**config.mk**
```make
export PLATFORM = sky130hd
export DESIGN_NAME = t1_idle_insert
export DESIGN_NICKNAME = d
export VERILOG_FILES = /design/src/rtl/t1_ins_pkg.sv /design/src/rtl/t1_slot_counter.sv /design/src/rtl/t1_cfg_regs.sv /design/src/rtl/t1_slot_mux.sv /design/src/rtl/t1_idle_insert.sv
export SDC_FILE = /design/constraint.sdc
export NUM_CORES = 1
export LEC_CHECK = 0
export ABC_AREA = 1
export CORE_MARGIN = 2
export CORE_UTILIZATION = 51
export DETAILED_ROUTE_END_ITERATION = 6
export DONT_BUFFER_PORTS = 1
export PLACE_DENSITY_LB_ADDON = 0.15
export SLEW_MARGIN = 15
export SYNTH_ARGS = -nofsm -noshare
export SYNTH_HDL_FRONTEND = slang
export SYNTH_SLANG_ARGS = --single-unit
```
**constraint.sdc**
```tcl
create_clock -name clk -period 2.55 [get_ports clk]
set_clock_uncertainty 0.2 [all_clocks]
set_input_delay 0.51 -clock clk [delete_from_list [all_inputs] [get_ports clk]]
set_output_delay 0.51 -clock clk [all_outputs]
set_load 0.02 [all_outputs]
```
**src/rtl/t1_ins_pkg.sv**
```systemverilog
package t1_ins_pkg;
  localparam int CH_NUM    = 24;
  localparam int CH_BITS   = 8;
  localparam int REG_W     = 8;
  localparam int MASK_REGS = (CH_NUM + REG_W - 1) / REG_W;
  localparam int ADDR_W    = $clog2(MASK_REGS + 1);
  localparam int CH_IDX_W  = $clog2(CH_NUM);
  localparam int BIT_IDX_W = $clog2(CH_BITS);
  localparam logic [CH_BITS-1:0] IDLE_RST = 8'h7F;

  typedef struct packed {
    logic                 fbit;
    logic [CH_IDX_W-1:0]  ch;
    logic [BIT_IDX_W-1:0] bidx;
  } slot_pos_t;
endpackage

```
**src/rtl/t1_slot_counter.sv**
```systemverilog
module t1_slot_counter
  import t1_ins_pkg::*;
(
  input  logic      clk,
  input  logic      rst,
  input  logic      bit_en,
  input  logic      fsync,
  output slot_pos_t pos
);
  localparam logic [CH_IDX_W-1:0]  LAST_CH  = CH_IDX_W'(CH_NUM - 1);
  localparam logic [BIT_IDX_W-1:0] LAST_BIT = BIT_IDX_W'(CH_BITS - 1);

  logic                 at_fbit_q;
  logic [CH_IDX_W-1:0]  ch_q;
  logic [BIT_IDX_W-1:0] bit_q;

  always_ff @(posedge clk) begin
    if (rst) begin
      at_fbit_q <= 1'b1;
      ch_q      <= '0;
      bit_q     <= '0;
    end else if (bit_en) begin
      if (fsync || at_fbit_q) begin
        at_fbit_q <= 1'b0;
        ch_q      <= '0;
        bit_q     <= '0;
      end else if (bit_q == LAST_BIT) begin
        bit_q <= '0;
        if (ch_q == LAST_CH) at_fbit_q <= 1'b1;
        else                 ch_q      <= ch_q + 1'b1;
      end else begin
        bit_q <= bit_q + 1'b1;
      end
    end
  end

  always_comb begin
    pos.fbit = fsync || at_fbit_q;
    pos.ch   = ch_q;
    pos.bidx = bit_q;
  end

  // counters stay inside a legal slot position
  p_pos_range_r10: assert property (@(posedge clk) disable iff (rst)
    (ch_q <= LAST_CH) && (bit_q <= LAST_BIT));

  // a frame sync restarts at channel 1, bit 0
  p_fsync_restart_r10: assert property (@(posedge clk) disable iff (rst)
    (bit_en && fsync) |=> (ch_q == '0 && bit_q == '0 && !at_fbit_q));

  // without a bit strobe the position holds
  p_pos_hold_r9: assert property (@(posedge clk) disable iff (rst)
    !bit_en |=> ($stable(ch_q) && $stable(bit_q) && $stable(at_fbit_q)));
endmodule

```
**src/rtl/t1_cfg_regs.sv**
```systemverilog
module t1_cfg_regs
  import t1_ins_pkg::*;
(
  input  logic               clk,
  input  logic               rst,
  input  logic               wr_en,
  input  logic [ADDR_W-1:0]  wr_addr,
  input  logic [REG_W-1:0]   wr_data,
  output logic [CH_NUM-1:0]  mask,
  output logic [CH_BITS-1:0] idle_code
);
  localparam logic [ADDR_W-1:0] IDLE_ADDR = ADDR_W'(MASK_REGS);

  logic [MASK_REGS*REG_W-1:0] mask_flat;

  for (genvar r = 0; r < MASK_REGS; r++) begin : g_mask
    logic [REG_W-1:0] byte_q;
    always_ff @(posedge clk) begin
      if (rst)                                  byte_q <= '0;
      else if (wr_en && wr_addr == ADDR_W'(r))  byte_q <= wr_data;
    end
    assign mask_flat[r*REG_W +: REG_W] = byte_q;
  end

  always_ff @(posedge clk) begin
    if (rst)                                idle_code <= IDLE_RST;
    else if (wr_en && wr_addr == IDLE_ADDR) idle_code <= wr_data[CH_BITS-1:0];
  end

  assign mask = mask_flat[CH_NUM-1:0];

  // the idle register takes the data written to the address after the mask
  p_idle_write_r5: assert property (@(posedge clk) disable iff (rst)
    (wr_en && wr_addr == IDLE_ADDR) |=> (idle_code == $past(wr_data[CH_BITS-1:0])));

  // a write elsewhere leaves the idle code alone
  p_idle_keep_r3: assert property (@(posedge clk) disable iff (rst)
    !(wr_en && wr_addr == IDLE_ADDR) |=> $stable(idle_code));
endmodule

```
**src/rtl/t1_slot_mux.sv**
```systemverilog
module t1_slot_mux
  import t1_ins_pkg::*;
(
  input  logic               clk,
  input  logic               rst,
  input  logic               bit_en,
  input  slot_pos_t          pos,
  input  logic [CH_NUM-1:0]  mask,
  input  logic [CH_BITS-1:0] idle_code,
  input  logic               loop_mode,
  input  logic               tx_in,
  input  logic               rx_in,
  output logic               tx_out
);
  localparam logic [BIT_IDX_W-1:0] MSB_IDX = BIT_IDX_W'(CH_BITS - 1);

  logic               ins_q, lb_q;
  logic [CH_BITS-1:0] code_q;
  logic               first;
  logic               ins_now, lb_now, nxt;
  logic [CH_BITS-1:0] code_now;

  assign first = !pos.fbit && (pos.bidx == '0);

  always_comb begin
    ins_now  = first ? mask[pos.ch] : ins_q;
    lb_now   = first ? loop_mode    : lb_q;
    code_now = first ? idle_code    : code_q;
    if (pos.fbit || !ins_now) nxt = tx_in;
    else if (lb_now)          nxt = rx_in;
    else                      nxt = code_now[MSB_IDX - pos.bidx];
  end

  always_ff @(posedge clk) begin
    if (rst) begin
      tx_out <= 1'b0;
      ins_q  <= 1'b0;
      lb_q   <= 1'b0;
      code_q <= '0;
    end else if (bit_en) begin
      tx_out <= nxt;
      if (first) begin
        ins_q  <= ins_now;
        lb_q   <= lb_now;
        code_q <= code_now;
      end
    end
  end

  // the slot decision is frozen between slot boundaries
  p_slot_frozen_r7: assert property (@(posedge clk) disable iff (rst)
    !(bit_en && first) |=> ($stable(ins_q) && $stable(lb_q) && $stable(code_q)));

  // the framing bit is copied through with one clock of latency
  p_fbit_pass_r1: assert property (@(posedge clk) disable iff (rst)
    (bit_en && pos.fbit) |=> (tx_out == $past(tx_in)));

  // output holds while no bit is strobed
  p_out_hold_r9: assert property (@(posedge clk) disable iff (rst)
    !bit_en |=> $stable(tx_out));
endmodule

```
**src/rtl/t1_idle_insert.sv**
```systemverilog
module t1_idle_insert
  import t1_ins_pkg::*;
(
  input  logic              clk,
  input  logic              rst,
  input  logic              bit_en,
  input  logic              fsync,
  input  logic              loop_mode,
  input  logic              wr_en,
  input  logic [ADDR_W-1:0] wr_addr,
  input  logic [REG_W-1:0]  wr_data,
  input  logic              tx_ser_in,
  input  logic              rx_ser_in,
  output logic              tx_ser_out
);
  slot_pos_t          pos;
  logic [CH_NUM-1:0]  mask;
  logic [CH_BITS-1:0] idle_code;

  t1_slot_counter u_cnt (
    .clk    (clk),
    .rst    (rst),
    .bit_en (bit_en),
    .fsync  (fsync),
    .pos    (pos)
  );

  t1_cfg_regs u_regs (
    .clk       (clk),
    .rst       (rst),
    .wr_en     (wr_en),
    .wr_addr   (wr_addr),
    .wr_data   (wr_data),
    .mask      (mask),
    .idle_code (idle_code)
  );

  t1_slot_mux u_mux (
    .clk       (clk),
    .rst       (rst),
    .bit_en    (bit_en),
    .pos       (pos),
    .mask      (mask),
    .idle_code (idle_code),
    .loop_mode (loop_mode),
    .tx_in     (tx_ser_in),
    .rx_in     (rx_ser_in),
    .tx_out    (tx_ser_out)
  );

  // an unmarked channel bit is copied straight through
  p_unmarked_pass_r2: assert property (@(posedge clk) disable iff (rst)
    (bit_en && !pos.fbit && pos.bidx == '0 && !mask[pos.ch]) |=> (tx_ser_out == $past(tx_ser_in)));
endmodule

```
[After elaboration in Yosys (flattened, before gate mapping)]
Index checks and enable logic that the tools add are counted.
Cells by class
  magnitude comparators: 2
  multiplexer cells: 17
  reductions and logical operators: 16
  $add $sub $neg: 3
  equality and inequality tests: 6
Operators with widths (number)
  $mux 5: 3
  $mux 1: 9
  $mux 8: 1
  $lt 5x6->1 const B: 1
  $mux 3: 2
  $reduce_and 3->1: 2
  $add 5x1->5 const B: 1
  $bmux 1 s5: 1
  $eq 5x5->1 const B: 1
  $logic_and 1x1->1: 5
  $eq 2x2->1 const B: 2
  $lt 3x4->1 const B: 1
  $reduce_bool 2->1: 2
  $add 3x1->3 const B: 1
  $bmux 1 s3: 1
  $eq 3x3->1 const B: 1
  $logic_not 3->1: 1
  $sub 3x3->3 const A: 1
  $eq 2x1->1 const B: 1
  $logic_not 1->1: 2
  $logic_not 2->1: 1
  $logic_or 1x1->1: 2
  $ne 2x1->1 const B: 1
  $reduce_and 2->1: 1
Storage, ports and cells
  register bits after elaboration: 52
  input port bits: 18
  logic and storage cells: 55
  output and inout port bits: 1

[Depth between registers and ports, before layout]
  depth after elaboration: 8
  mapped depth: 15
  depth with buffers taken out: 14

[Modules after synthesis]
From an unflattened synthesis, not the netlist that was laid out.
Unflattened totals
  cells, all modules: 430
  area total of the unflattened synthesis: 2727.6 um^2
Modules (own cells, without submodules)
  t1_cfg_regs: cells each 194, area an instance 1306.3 um^2, seq. area each 640.6 um^2, times used 1
  t1_slot_mux: cells each 165, area an instance 909.6 um^2, seq. area each 220.2 um^2, times used 1
  t1_slot_counter: cells each 71, area an instance 511.7 um^2, seq. area each 180.2 um^2, times used 1

[Worst setup path after synthesis]
OpenSTA, ideal clock, no wires.
  path kind: flip-flop to flip-flop
  from: register u_cnt.bit_q[0]
  to: register u_mux.tx_out
  clock period less this slack: 1.887 ns
  buffers on the path: 1
  stages on the path, launching flop included: 16
  arrival time: 1.570 ns
  library setup time: 0.117 ns
  setup slack: 0.663 ns
  required time: 2.233 ns
  cell sequence: dfxtp_1 -> inv_1 -> ha_1 -> inv_1 -> nor2_4 -> nand2_2 -> buf_6 -> nand2_1 -> nand3_1 -> nand3_1 -> nand3_1 -> nand2_1 -> nor2_1 -> nor2_1 -> nor2_1 -> nor2_1
Between the ends
  longest elaborated chain between the ends: 7
  elaborated cells on any way between the ends: 12
  those cells by class: add/sub: 1; mux: 7; reduce/logical: 4
Ends and longest elaborated chain
  start: declaration: RTL line t1_slot_counter.sv:15  | logic [BIT_IDX_W-1:0] bit_q;
  start signal: assignment: RTL line t1_slot_counter.sv:32  | bit_q <= bit_q + 1'b1;
  parallel branches: the longest is 6 deep, another holds $sub 3x3->3
  $mux 1 (*): RTL line t1_slot_mux.sv:29  | if (pos.fbit || !ins_now) nxt = tx_in;
  end signal: assignment: RTL line t1_slot_mux.sv:41  | tx_out <= nxt;
  end: declaration: RTL line t1_slot_mux.sv:13  | output logic tx_out
Mark *: on every way between the ends. The select of a mux whose other input is x is not followed.
A chain may end at the register's enable or synchronous reset.

[Final worst setup path]
Same ends and word-level chain as after synthesis.

==> flow_results.org <==
** Layout
- Layout Area Growth over Synthesis :: 4.58%
- Filler instances :: 475
- Fraction of layout instances using a drive strength above 1 :: 5.37%
- The number of antenna diodes in the final layout is 0.
- Layout net count :: 375
- The finished cells cover 2570 sq um.
- Commonest cells after routing, fill and taps aside :: nand2_1 (52), dfxtp_1 (52), inv_1 (48)

** GRT
- Pin count of the biggest net entering global routing :: 27
- Total overflow reported by the global router :: 0
- Via count of the first global-routing pass :: 1986
- Global-route wire length before repair :: 9460 microns
- Global routing consumed, over all layers together, 22.7% of the routing resources.
- Antenna violations before repair :: 0

** Critical path
- Data on the critical path is required at its endpoint by 2.55 ns.
- The worst setup path is of the reg -> reg kind.
- Startpoint of the worst-slack reg-to-reg timing path :: u_cnt.bit_q[0]
- CP Capture Type :: flop
- STA classifies the critical path startpoint as a flop.
- R2r worst-path depth :: 14
- Endpoint of the worst register-to-register path :: u_mux.tx_out
- Data on the critical path arrives at its endpoint at 2.25 ns.
- Along the worst path, the maximum fanout reaches 11.
- Register-to-register path setup slack :: 0.30 ns

** Clock network
- The clock passes through at most 2 buffers.
- The clock net in this run drives a total of 52 sinks.
- The clock reaches the later pin of the worst-skew pair after 0.30 ns.
- In this run, CTS created clock tree buffers numbering 5.
- Clock-pin slew was measured on the worst setup and hold paths at 0.09 ns.
- Once the clock tree was built, the setup fixing pass inserted 0 buffers.
- Post-cts sizing count :: 0
- Clock root cell :: clkbuf_8
- TritonCTS built the clock tree.
- Hold Buf Count CTS :: 0
- Clock H-tree levels :: 2

** Detailed routing
- Dividing the detail-routed via count by the number of cells gives 5.23.
- Across all layers, the routed design uses 2133 vias.
- # DRC :: 0
- Initial detailed-routing violation count :: 124
- After detailed routing, the total wire length is 5570 microns.
- In the final routed layout, each cell accounts on average for 13.6 microns.
- Once detail routing completed, the nets flagged for antenna violations numbered 0.
- The first detailed-routing pass ran for 4 iterations.

** STA
- For the pin with the worst max-slew slack, the measured transition is 0.524 ns.
- Post-layout minimum cycle time :: 2.25 ns
- Unrepaired setup endpoints after global routing :: false
- Peak Freq :: 444 MHz
- Headroom to the max-slew limit came out at 64.7%.
- The max-slew violation total from the final report came to 0.
- In the final timing run, aggregate negative setup slack is 0 ns.
- Setup violation total in the final timing report :: 0
- Count of final hold-check violations :: 0
- Worst hold slack across all endpoints :: 0.0636 ns
- Final period utilization :: 88.3%

** Logic synthesis
- For this run, asynchronously set or reset flops after synthesis account for 0%.
- Count of unique library cells instantiated by Yosys :: 26
- Count of flip-flops with a built-in enable after synthesis :: 0
- Total of warnings raised by yosys :: 0
- Leading register cell type out of synthesis :: dfxtp_1
- Cells after Synth :: 355
- A synthesized cell averages 6.92 sq um.
- Portion of the post-synthesis area used by sequential elements :: 42.4%
- Counting flops and latches in the post-synthesis netlist gives 52.
- Counting every net in the synthesized netlist gives 377.
- The mapped netlist covers 2460 sq um.

** Pwr
- Cell leakage power :: 1.10 nW
- Power spread over the standard cell area amounts to 592 nW/um^2.
- Power comes to 1.52 mW.
- Peak supply drop :: 344 uV

** Hold path
- The startpoint identified for the worst hold timing path is rst.
- The tightest min-delay check is of the in -> reg type.
- Worst hold path cell count :: 1
- Hold-critical path endpoint :: u_cnt.ch_q[1]

** Placement
- Cell Area, Placed :: 2480 sq um
- Count of buffers inserted at the top-level ports :: 0
- Once detailed placement completed, the half-perimeter wirelength came to 4040 microns.
- At the end of routability-driven placement, the weighted congestion stood at 0.846.

** Floorplanning
- Die Outline Area :: 5390 sq um
- Core ar. :: 4690 sq um
- Initial core utilization :: 52.4%
- Measured along the y axis, the die boundary spans 73.4 microns.
- Die width :: 73.4 microns
- Count of pins on the block boundary :: 19
- Row cnt :: 25

** Job
- Max-cap violations in this run came to 0.

** Run status
- Result of the run :: finished clean
-- worst max-delay path: stages (launching register included) --
cell      delay, ns
dfxtp_1        0.49
inv_1          0.17
ha_1           0.22
inv_1          0.09
nor2_4         0.07
nand2_2        0.18
clkinv_1       0.17
nand2_1        0.10
nor2_1         0.04
nand2_1        0.12
nand2_1        0.07
nand2_1        0.06
nand2_1        0.04
nor2_1         0.08
nor2_1         0.04
-- sequential cells by signal, summed over array words and instances, names as in the netlist --
register / flops
u_mux.tx_out: 1
u_regs.idle_code: 8
u_mux.ins_q: 1
u_mux.lb_q: 1
u_cnt.ch_q: 5
u_mux.code_q: 8
u_regs.g_mask.byte_q: 24
u_cnt.bit_q: 3
u_cnt.at_fbit_q: 1
-- worst max path at each step --
stage	startpoint	to	slack, ns	cells after the start
floorplan	u_cnt.bit_q[0]	u_mux.tx_out	0.66	15
global placement	u_cnt.bit_q[0]	u_mux.tx_out	0.35	14
detailed placement	u_cnt.bit_q[0]	u_mux.tx_out	0.33	14
CTS	u_cnt.bit_q[0]	u_mux.tx_out	0.31	14
global route	u_cnt.bit_q[0]	u_mux.tx_out	0.08	14
finish	u_cnt.bit_q[0]	u_mux.tx_out	0.30	14
-- synthesized netlist by cell type, types with 2 or more instances --
master	count	area share, %
a211oi_1	2	0.61
a21oi_1	33	6.7
buf_2	3	0.61
buf_6	2	0.92
clkbuf_1	6	0.92
clkinv_1	2	0.31
dfxtp_1	52	42
ha_1	4	2.0
inv_1	48	7.3
inv_2	4	0.61
nand2_1	52	7.9
nand3_1	37	7.5
nand3b_1	5	1.5
nor2_1	40	6.1
nor2_2	3	0.76
nor3_1	5	1.0
o21ai_0	39	7.9
o21ai_1	10	2.0
-- cell families (layout without fill, tap and decap cells) --
family,after synthesis,in the layout,synth area share (%)
flops,52,52,42.4
fa+ha+maj,4,4,2.04
buf+inv,66,65,11.0
simple gates,147,147,26.6
xor+xnor,2,2,0.713
compound gates,84,84,17.3
-- stage by stage --
step	worst slack [ns]	std cells	util, %
2_1_floorplan	0.663	355	-
3_3_place_gp	0.346	400	52.9
3_5_place_dp	0.327	400	52.9
4_1_cts	0.309	408	54.8
5_1_grt	0.0811	408	54.8
6_report	0.298	408	54.8
-- cell type report --
type	count	area (sq um)	area share, %
clock buffers	8	90.1	3.51
inverters	54	203	7.89
multi-input cells	237	1150	44.6
flip-flops and latches	52	1040	40.5
well taps	54	67.6	2.63
repair buffers	3	22.5	0.876
-- layer usage --
| metal | part of all wire [%] | track usage, % | wire length [microns] | vias up |
|---|---|---|---|---|
| met1 | 52 | 32.2 | 2900 | 954 |
| met3 | 3.4 | 5.35 | 187 | 9 |
| met4 | 1.4 | 6.67 | 80 | 0 |
| met5 | 0 | 0 | 0 | - |
| li1 | - | - | - | 1139 |
| met2 | 43 | 34.3 | 2400 | 31 |
-- where the power goes --
group | internal (mW) | switching [mW] | total [mW] | leakage (nW)
registers | 0.850 | 0.0213 | 0.872 | 0.425
clock network | 0.222 | 0.260 | 0.482 | 0.0455
logic | 0.0573 | 0.110 | 0.167 | 0.627
Power figures use the tool's default switching activity.
